[config.mk]
export PLATFORM = sky130hd
export DESIGN_NAME = cba_adder
export DESIGN_NICKNAME = d
export VERILOG_FILES = /design/src/rtl/cba_pkg.sv /design/src/rtl/cba_setup.sv /design/src/rtl/cba_slice.sv /design/src/rtl/cba_core.sv /design/src/rtl/cba_adder.sv
export SDC_FILE = /design/constraint.sdc
export NUM_CORES = 1
export LEC_CHECK = 0
export BUFFER_PORTS_ARGS = -buffer_cell sky130_fd_sc_hd__buf_4
export CAP_MARGIN = 40
export CORE_MARGIN = 4
export CORE_UTILIZATION = 35
export DETAILED_ROUTE_END_ITERATION = 8
export MAX_ROUTING_LAYER = met4
export PLACE_DENSITY = 0.64
export SLEW_MARGIN = 20
export SYNTH_ARGS = -nofsm -noshare
export SYNTH_HDL_FRONTEND = slang
export SYNTH_SLANG_ARGS = --single-unit
[constraint.sdc]
create_clock -name clk -period 9.8 [get_ports clk]
set_clock_uncertainty 0.05 [all_clocks]
set_input_delay 0.49 -clock clk [delete_from_list [all_inputs] [get_ports clk]]
set_output_delay 0.49 -clock clk [all_outputs]
set_load 0.01 [all_outputs]
[src/rtl/cba_pkg.sv]
package cba_pkg;

    localparam int unsigned CBA_WIDTH = 16;
    localparam int unsigned CBA_SLICE = 4;

    typedef struct packed {
        logic prop;
        logic gen;
    } pg_bit_t;

    function automatic pg_bit_t pg_form(input logic x, input logic y);
        pg_bit_t r;
        r.prop = x ^ y;
        r.gen  = x & y;
        return r;
    endfunction

    function automatic logic carry_step(input pg_bit_t pg, input logic c);
        return pg.gen | (pg.prop & c);
    endfunction

endpackage

[src/rtl/cba_setup.sv]
module cba_setup
    import cba_pkg::*;
#(
    parameter int unsigned WIDTH = CBA_WIDTH
) (
    input  logic [WIDTH-1:0]    a,
    input  logic [WIDTH-1:0]    b,
    output pg_bit_t [WIDTH-1:0] pg
);
    // Per-bit flags depend only on the operand bits.
    for (genvar i = 0; i < WIDTH; i++) begin : g_bit
        assign pg[i] = pg_form(a[i], b[i]);
    end
endmodule

[src/rtl/cba_slice.sv]
module cba_slice
    import cba_pkg::*;
#(
    parameter int unsigned SLICE = CBA_SLICE
) (
    input  pg_bit_t [SLICE-1:0] pg,
    input  logic                c_in,
    output logic [SLICE-1:0]    s,
    output logic                skip,
    output logic                ripple,
    output logic                c_out
);
    logic [SLICE-1:0] p_vec;
    logic [SLICE-1:0] c_bit;

    // Local ripple chain over the slice.
    always_comb begin
        logic c;
        c = c_in;
        for (int i = 0; i < SLICE; i++) begin
            p_vec[i] = pg[i].prop;
            c_bit[i] = c;
            c        = carry_step(pg[i], c);
        end
        ripple = c;
    end

    assign s     = p_vec ^ c_bit;
    assign skip  = &p_vec;
    // Skip multiplexer: when all bits propagate, forward the incoming carry.
    assign c_out = skip ? c_in : ripple;
endmodule

[src/rtl/cba_core.sv]
module cba_core
    import cba_pkg::*;
#(
    parameter int unsigned WIDTH = CBA_WIDTH,
    parameter int unsigned SLICE = CBA_SLICE,
    localparam int unsigned NGRP = WIDTH / SLICE
) (
    input  logic [WIDTH-1:0] a,
    input  logic [WIDTH-1:0] b,
    input  logic             cin,
    output logic [WIDTH-1:0] sum,
    output logic             cout,
    output logic [NGRP-1:0]  grp_skip,
    output logic [NGRP-1:0]  grp_cin,
    output logic [NGRP-1:0]  grp_ripple,
    output logic [NGRP-1:0]  grp_cout
);
    pg_bit_t [WIDTH-1:0] pg;

    cba_setup #(.WIDTH(WIDTH)) u_setup (
        .a  (a),
        .b  (b),
        .pg (pg)
    );

    for (genvar k = 0; k < NGRP; k++) begin : g_slice
        if (k == 0) begin : g_first
            assign grp_cin[k] = cin;
        end else begin : g_next
            assign grp_cin[k] = grp_cout[k-1];
        end

        cba_slice #(.SLICE(SLICE)) u_slice (
            .pg     (pg[k*SLICE +: SLICE]),
            .c_in   (grp_cin[k]),
            .s      (sum[k*SLICE +: SLICE]),
            .skip   (grp_skip[k]),
            .ripple (grp_ripple[k]),
            .c_out  (grp_cout[k])
        );
    end

    assign cout = grp_cout[NGRP-1];
endmodule

[src/rtl/cba_adder.sv]
module cba_adder
    import cba_pkg::*;
#(
    parameter int unsigned WIDTH = CBA_WIDTH,
    parameter int unsigned SLICE = CBA_SLICE
) (
    input  logic             clk,
    input  logic             rst,
    input  logic             in_valid,
    input  logic [WIDTH-1:0] a,
    input  logic [WIDTH-1:0] b,
    input  logic             cin,
    output logic             out_valid,
    output logic [WIDTH-1:0] sum,
    output logic             cout
);
    localparam int unsigned NGRP = WIDTH / SLICE;

    logic [WIDTH-1:0] core_sum;
    logic             core_cout;
    logic [NGRP-1:0]  grp_skip;
    logic [NGRP-1:0]  grp_cin;
    logic [NGRP-1:0]  grp_ripple;
    logic [NGRP-1:0]  grp_cout;

    cba_core #(.WIDTH(WIDTH), .SLICE(SLICE)) u_core (
        .a          (a),
        .b          (b),
        .cin        (cin),
        .sum        (core_sum),
        .cout       (core_cout),
        .grp_skip   (grp_skip),
        .grp_cin    (grp_cin),
        .grp_ripple (grp_ripple),
        .grp_cout   (grp_cout)
    );

    always_ff @(posedge clk) begin
        if (rst) begin
            out_valid <= 1'b0;
            sum       <= '0;
            cout      <= 1'b0;
        end else begin
            out_valid <= in_valid;
            if (in_valid) begin
                sum  <= core_sum;
                cout <= core_cout;
            end
        end
    end
endmodule

* Word-level counts from Yosys, hierarchy flattened
Index checks and enable logic that the tools add are counted.
** Storage, ports and cells
- Memories :: 0
- Word-level logic and storage cells :: 79
- RAM bits :: 0
- Register bits :: 18
- Bits in read-only memories :: 0
- Input port bits :: 36
- Latch bits :: 0
- Output and inout port bits :: 18
** Cells by class
- Bitwise logic cells :: 68
- Magnitude comparators :: 0
- Add/sub/neg operators :: 0
- Divide/modulo/power cells :: 0
- Equality and inequality tests :: 0
- Shift-type cells :: 0
- Reduce and logical (&&, ||, !) cells :: 4
- $mul :: 0
- Mux-type cells :: 4
** Operators with widths (number)
- $and A1 B1 Y1 :: 32
- $or A1 B1 Y1 :: 16
- $reduce_and A4 Y1 :: 4
- $xor A1 B1 Y1 :: 16
- $xor A4 B4 Y4 :: 4
- $mux W1 :: 4

* Logic depth before layout (Yosys ltp)
- Depth after elaboration :: 37
- Depth in mapped cells :: 26

* By module
A second synthesis with hierarchy kept.
** Unflattened totals
- Cells, all modules :: 118
- Area, all modules :: 1295.0 µm²
** Modules (own cells, without submodules)
- cba_adder :: area an instance 641.9 µm², seq. area each 360.3 µm², cells an instance 57, times used 1
- cba_slice :: area an instance 103.8 µm², seq. area each 0.0 µm², cells an instance 10, times used 4
- cba_setup :: area an instance 200.2 µm², seq. area each 0.0 µm², cells an instance 16, times used 1
- cba_core :: area an instance 37.5 µm², seq. area each 0.0 µm², cells an instance 5, times used 1

* Worst setup path before layout
OpenSTA, ideal clock, no wires.
- Kind :: input port to flip-flop
- Start :: in a[0]
- End :: reg sum[15]
- Arrival :: 7244 ps
- Cell stages on the path :: 25
- Library setup time :: 86 ps
- Buffers on the path :: 0
- Slack :: 2421 ps
- Path through :: inv_1 -> fa_1 -> inv_1 -> fa_1 -> fa_1 -> fa_1 -> mux2i_1 -> inv_1 -> fa_1 -> fa_1 -> fa_1 -> fa_1 -> nand2_1 -> o21ai_1 -> fa_1 -> fa_1 -> fa_1 -> fa_1 -> mux2_4 -> fa_1 -> fa_1 -> fa_1 -> inv_1 -> fa_1 -> a211oi_1
** On the way
- Word-level cells in the longest chain between the ends :: 35
- Elaborated cells on any way between the ends :: 37
** RTL lines
- from (decl) :: line cba_adder.sv:10 : input logic [WIDTH-1:0] a,
- $xor A1 B1 Y1 :: line cba_pkg.sv:13 : r.prop = x ^ y;
- $and A1 B1 Y1 :: line cba_pkg.sv:19 : return pg.gen | (pg.prop & c);
- $or A1 B1 Y1 :: line cba_pkg.sv:19
- $and A1 B1 Y1 :: line cba_pkg.sv:19
- $or A1 B1 Y1 :: line cba_pkg.sv:19
- $and A1 B1 Y1 :: line cba_pkg.sv:19
- $or A1 B1 Y1 :: line cba_pkg.sv:19
- $and A1 B1 Y1 :: line cba_pkg.sv:19
- (+19 left out)
- $mux W1 (*) :: line cba_slice.sv:31 : assign c_out = skip ? c_in : ripple;
- $and A1 B1 Y1 (*) :: line cba_pkg.sv:19
- $or A1 B1 Y1 (*) :: line cba_pkg.sv:19
- $and A1 B1 Y1 (*) :: line cba_pkg.sv:19
- $or A1 B1 Y1 (*) :: line cba_pkg.sv:19
- $and A1 B1 Y1 (*) :: line cba_pkg.sv:19
- $or A1 B1 Y1 (*) :: line cba_pkg.sv:19
- $xor A4 B4 Y4 (*) :: line cba_slice.sv:28 : assign s = p_vec ^ c_bit;
- to (signal assigned) :: line cba_adder.sv:46 : sum <= core_sum;
- to (decl) :: line cba_adder.sv:14 : output logic [WIDTH-1:0] sum,
Mark *: on every way between the ends. The rest lies on a longest branch, timed or not.
A chain may end at the register's enable or synchronous reset.

* Worst setup path in the final report
Ends and elaborated chain as after synthesis.

==> implementation parameters <==
Parameter                              Value

Run status
  Result of the run ... finished clean

Clock network
  H-tree level count ... 1
  Longest Clk Path Bufs ... 2
  Insertion delay of the later-clocked pin in the worst-skew pair ... roughly 0.28 ns
  Post-CTS setup buffer count ... 0
  Clk Tree Root Cell ... sky130_fd_sc_hd__clkbuf_4
  Sink count of the clock tree ... 18
  Clock transition at the registers of the reported paths ... between 0.1 and 0.15 ns
  # resized after CTS ... 0
  Clock tree from TritonCTS ... yes
  Inserted Clock Buffers ... 3
  Count of hold buffers inserted by post-cts repair ... 0

Timing
  Final setup violation count ... 0
  RSZ-0062 raised after global routing ... no
  Worst max-slew margin expressed relative to the limit ... 0.794
  Total negative slack for setup checks ... 0 ns
  Final worst path period need ... ~7.6 ns
  Upper clock frequency limit ... between 100 and 150 MHz
  Final period utilization ... 0.771
  Number of endpoints with negative hold slack in the final report ... 0
  Slew Limit Fails ... 0
  Slew at the pin closest to its max-slew limit ... 0.309 ns

Route
  Avg Vias per Cell ... 4.36
  Number of DRC markers after the initial detailed-route iteration ... 24
  Length of the first detailed-routing pass in iterations ... 3
  Vias ... 899
  Routed wirelength normalized by instance count ... around 12 um
  Antenna-violating nets left ... 0
  DRC ... 0
  Total Wirelength ... 2490 um

Setup path
  Startpoint of the worst register-to-register path ... cout$_SDFFE_PP0P_
  Critical path data arrival time ... a little under 8 ns
  Crit path top cell by count ... sky130_fd_sc_hd__fa_1
  Maximum fanout count along the critical path ... 2
  Cell at the slowest stage of the critical path ... sky130_fd_sc_hd__fa_1
  Endpoint type of the worst setup path ... flop
  Stage delay of the slowest cell on the critical path ... ~0.43 ns
  R2R cell count ... 2
  Worst path buffer plus inverter count ... 5
  Slack of the worst reg-to-reg path ... between 8 and 9 ns
  Setup Crit Path Kind ... input port to flop
  Cell type group with the largest total delay on the critical path ... adder cells
  Startpoint Class ... input port
  Endpoint of the worst register-to-register path ... cout$_SDFFE_PP0P_
  Critical path required time ... approximately 10 ns

Final layout
  Count of filler cells inserted in the layout ... approximately 310
  Register Area ... approximately 360 um^2
  Proportion of layout cells with a drive suffix above 1 ... 0.363
  Multi-input combinational cell area ... roughly 830 um^2
  Number of antenna cells inserted ... 0
  Layout-stage area growth over the synthesis result ... 38.3%
  Final #Nets ... 229
  Fin util ... 0.506

Die
  Number of top-level pins ... 54
  Initial cell density of the core ... 0.366
  Die W ... 67.6 um
  Die outline area ... 0.00456 mm^2
  Floorplan core area ... around 0.0034 mm^2
  Standard-cell row count ... 21
  Die extent in y ... approximately 68 um

Global route
  Initial antenna violation count ... 0
  Via count of the first global-routing pass ... roughly 980
  GRT Residual Overflow ... 0
  Global-route wire length before repair ... roughly 4000 um
  Overall fraction of global-route tracks in use ... 0.119
  Maximum number of pins on one net before global-route repair ... 23

Pwr
  Power per standard cell area ... ~120 mW/mm^2
  Worst IR drop on VDD ... 49.9 uV
  Cell leakage power ... ~0.87 nW

Synthesis
  Average instance area after synthesis ... roughly 12 um^2
  Number of flops mapped to enable cells by yosys ... 0
  Leading cell types by count after synthesis ... 18 x sky130_fd_sc_hd__dfxtp_1, 16 x sky130_fd_sc_hd__fa_1, 16 x sky130_fd_sc_hd__ha_1, 16 x sky130_fd_sc_hd__nor2_1, 15 x sky130_fd_sc_hd__mux2i_1
  Synthesized instance count ... approximately 110
  Largest cells by area after synthesis ... sky130_fd_sc_hd__dfxtp_1 29%, sky130_fd_sc_hd__fa_1 26%, sky130_fd_sc_hd__ha_1 16%
  Most used standard cell by instance count after synthesis ... sky130_fd_sc_hd__dfxtp_1
  Post-synth design cell area ... around 0.0012 mm^2
  Leading area contributor after synthesis ... sky130_fd_sc_hd__dfxtp_1
  Count of different cell masters after synthesis ... 18
  Yosys Warn Count ... 0
  Fraction of registers with async set or reset after synthesis ... 0
  Synth Net Count ... roughly 180
  Proportion of synthesized chip area in sequential cells ... 0.290
  Synthesis-stage register bit count ... 18
  Area share of the largest cell type after synthesis ... 0.290
  Main flop type after synthesis ... sky130_fd_sc_hd__dfxtp_1

Worst hold path
  Hold_sp ... sum[0]$_SDFFE_PP0P_
  Worst hold stages ... 2
  Worst-case hold path end point ... sum[0]$_SDFFE_PP0P_
  Hold/Removal Path Class ... flop to flop

Placed design
  Placer Congestion ... roughly 0.7
  Number of port buffers ... 53
  Total half-perimeter wirelength after legalization and detailed placement ... around 2100 um

Run
  Max_cap viols ... 0
worst reg2reg max path: stages (launching register included):
cell and delay [ns]:
sky130_fd_sc_hd__dfxtp_1 0.33, sky130_fd_sc_hd__nor3b_1 0.13, sky130_fd_sc_hd__a211o_1 0.23
cell families (layout without fill, tap and decap cells):
logic type / Yosys count / in the layout / share of synthesized area
adders and majority gates: 32 / 32 / 0.419
and+or+nand+nor: 25 / 25 / 0.0968
AOI/OAI and AO/OA: 4 / 4 / 0.0232
buffers and inverters: 12 / 65 / 0.0373
DFF: 18 / 18 / 0.290
muxes: 16 / 16 / 0.133
how the worst max path moves through the flow:
stage | start | slack (ns) | end | cells past startpoint
floorplan | a[0] | 2.42 | sum[15]$_SDFFE_PP0P_ | 25
global placement | a[0] | 1.98 | sum[15]$_SDFFE_PP0P_ | 26
detailed placement | a[0] | 1.93 | sum[15]$_SDFFE_PP0P_ | 26
CTS | a[0] | 2.22 | sum[15]$_SDFFE_PP0P_ | 26
global route | a[0] | 1.95 | sum[15]$_SDFFE_PP0P_ | 26
finish | a[0] | 2.25 | sum[15]$_SDFFE_PP0P_ | 26
power by group:
group          internal [W]  total (W)  leakage (nW)  switching (W)
clock network     0.0000226  0.0000455        0.0210      0.0000229
logic             0.0000368  0.0000682         0.705      0.0000314
registers         0.0000812  0.0000853         0.149     0.00000409
through the flow:
| stage | instance area [um^2] | std cells | power, W | hold WS, ns | worst slack [ns] |
|---|---|---|---|---|---|
| 4_1_cts | 1720 | 206 | 0.000203 | 0.439 | 2.22 |
| 6_report | 1720 | 206 | 0.000199 | 0.436 | 2.25 |
| 2_1_floorplan | 1240 | 107 | 0.000121 | 0.448 | 2.42 |
| 3_5_place_dp | 1680 | 202 | 0.000157 | 0.421 | 1.93 |
| 3_3_place_gp | 1680 | 202 | 0.000155 | 0.420 | 1.98 |
| 5_1_grt | 1720 | 206 | 0.000216 | 0.463 | 1.95 |
cell usage in the layout, fill, tap and decap left out:
cell                       synthesis  layout
sky130_fd_sc_hd__mux2_4            1       1
sky130_fd_sc_hd__o21ai_1           1       1
sky130_fd_sc_hd__clkbuf_8          0       1
sky130_fd_sc_hd__nor2_1           16      16
sky130_fd_sc_hd__a211o_1           1       1
sky130_fd_sc_hd__fa_1             16      16
sky130_fd_sc_hd__nor2b_1           1       1
sky130_fd_sc_hd__nor4bb_1          1       1
sky130_fd_sc_hd__buf_4             0      53
sky130_fd_sc_hd__mux2i_1          15      15
sky130_fd_sc_hd__dfxtp_1          18      18
sky130_fd_sc_hd__nand4_1           4       4
sky130_fd_sc_hd__a211oi_1          2       2
sky130_fd_sc_hd__nand2_1           1       1
sky130_fd_sc_hd__ha_1             16      16
sky130_fd_sc_hd__nor3b_1           2       2
sky130_fd_sc_hd__inv_1             8       8
sky130_fd_sc_hd__clkbuf_4          0       3
registers in the layout, summed over array words and instances, names as in the netlist:
signal and flops:
cout 1, out_valid 1, sum 16
final cells by class:
| type | count | share of cell area |
|---|---|---|
| flip-flops and latches | 18 | 0.210 |
| multi-input cells | 77 | 0.486 |
| well taps | 46 | 0.0335 |
| clock buffers | 4 | 0.0211 |
| inverters | 8 | 0.0175 |
| repair buffers | 53 | 0.232 |
metal layers:
metal | track usage | wire (um)
met2 | 0.214 | 1210
met3 | 0.0283 | 243
met5 | - | 0
met4 | 0.0304 | 0
met1 | 0.131 | 1040
No activity file was read; power rests on OpenSTA's default activity.
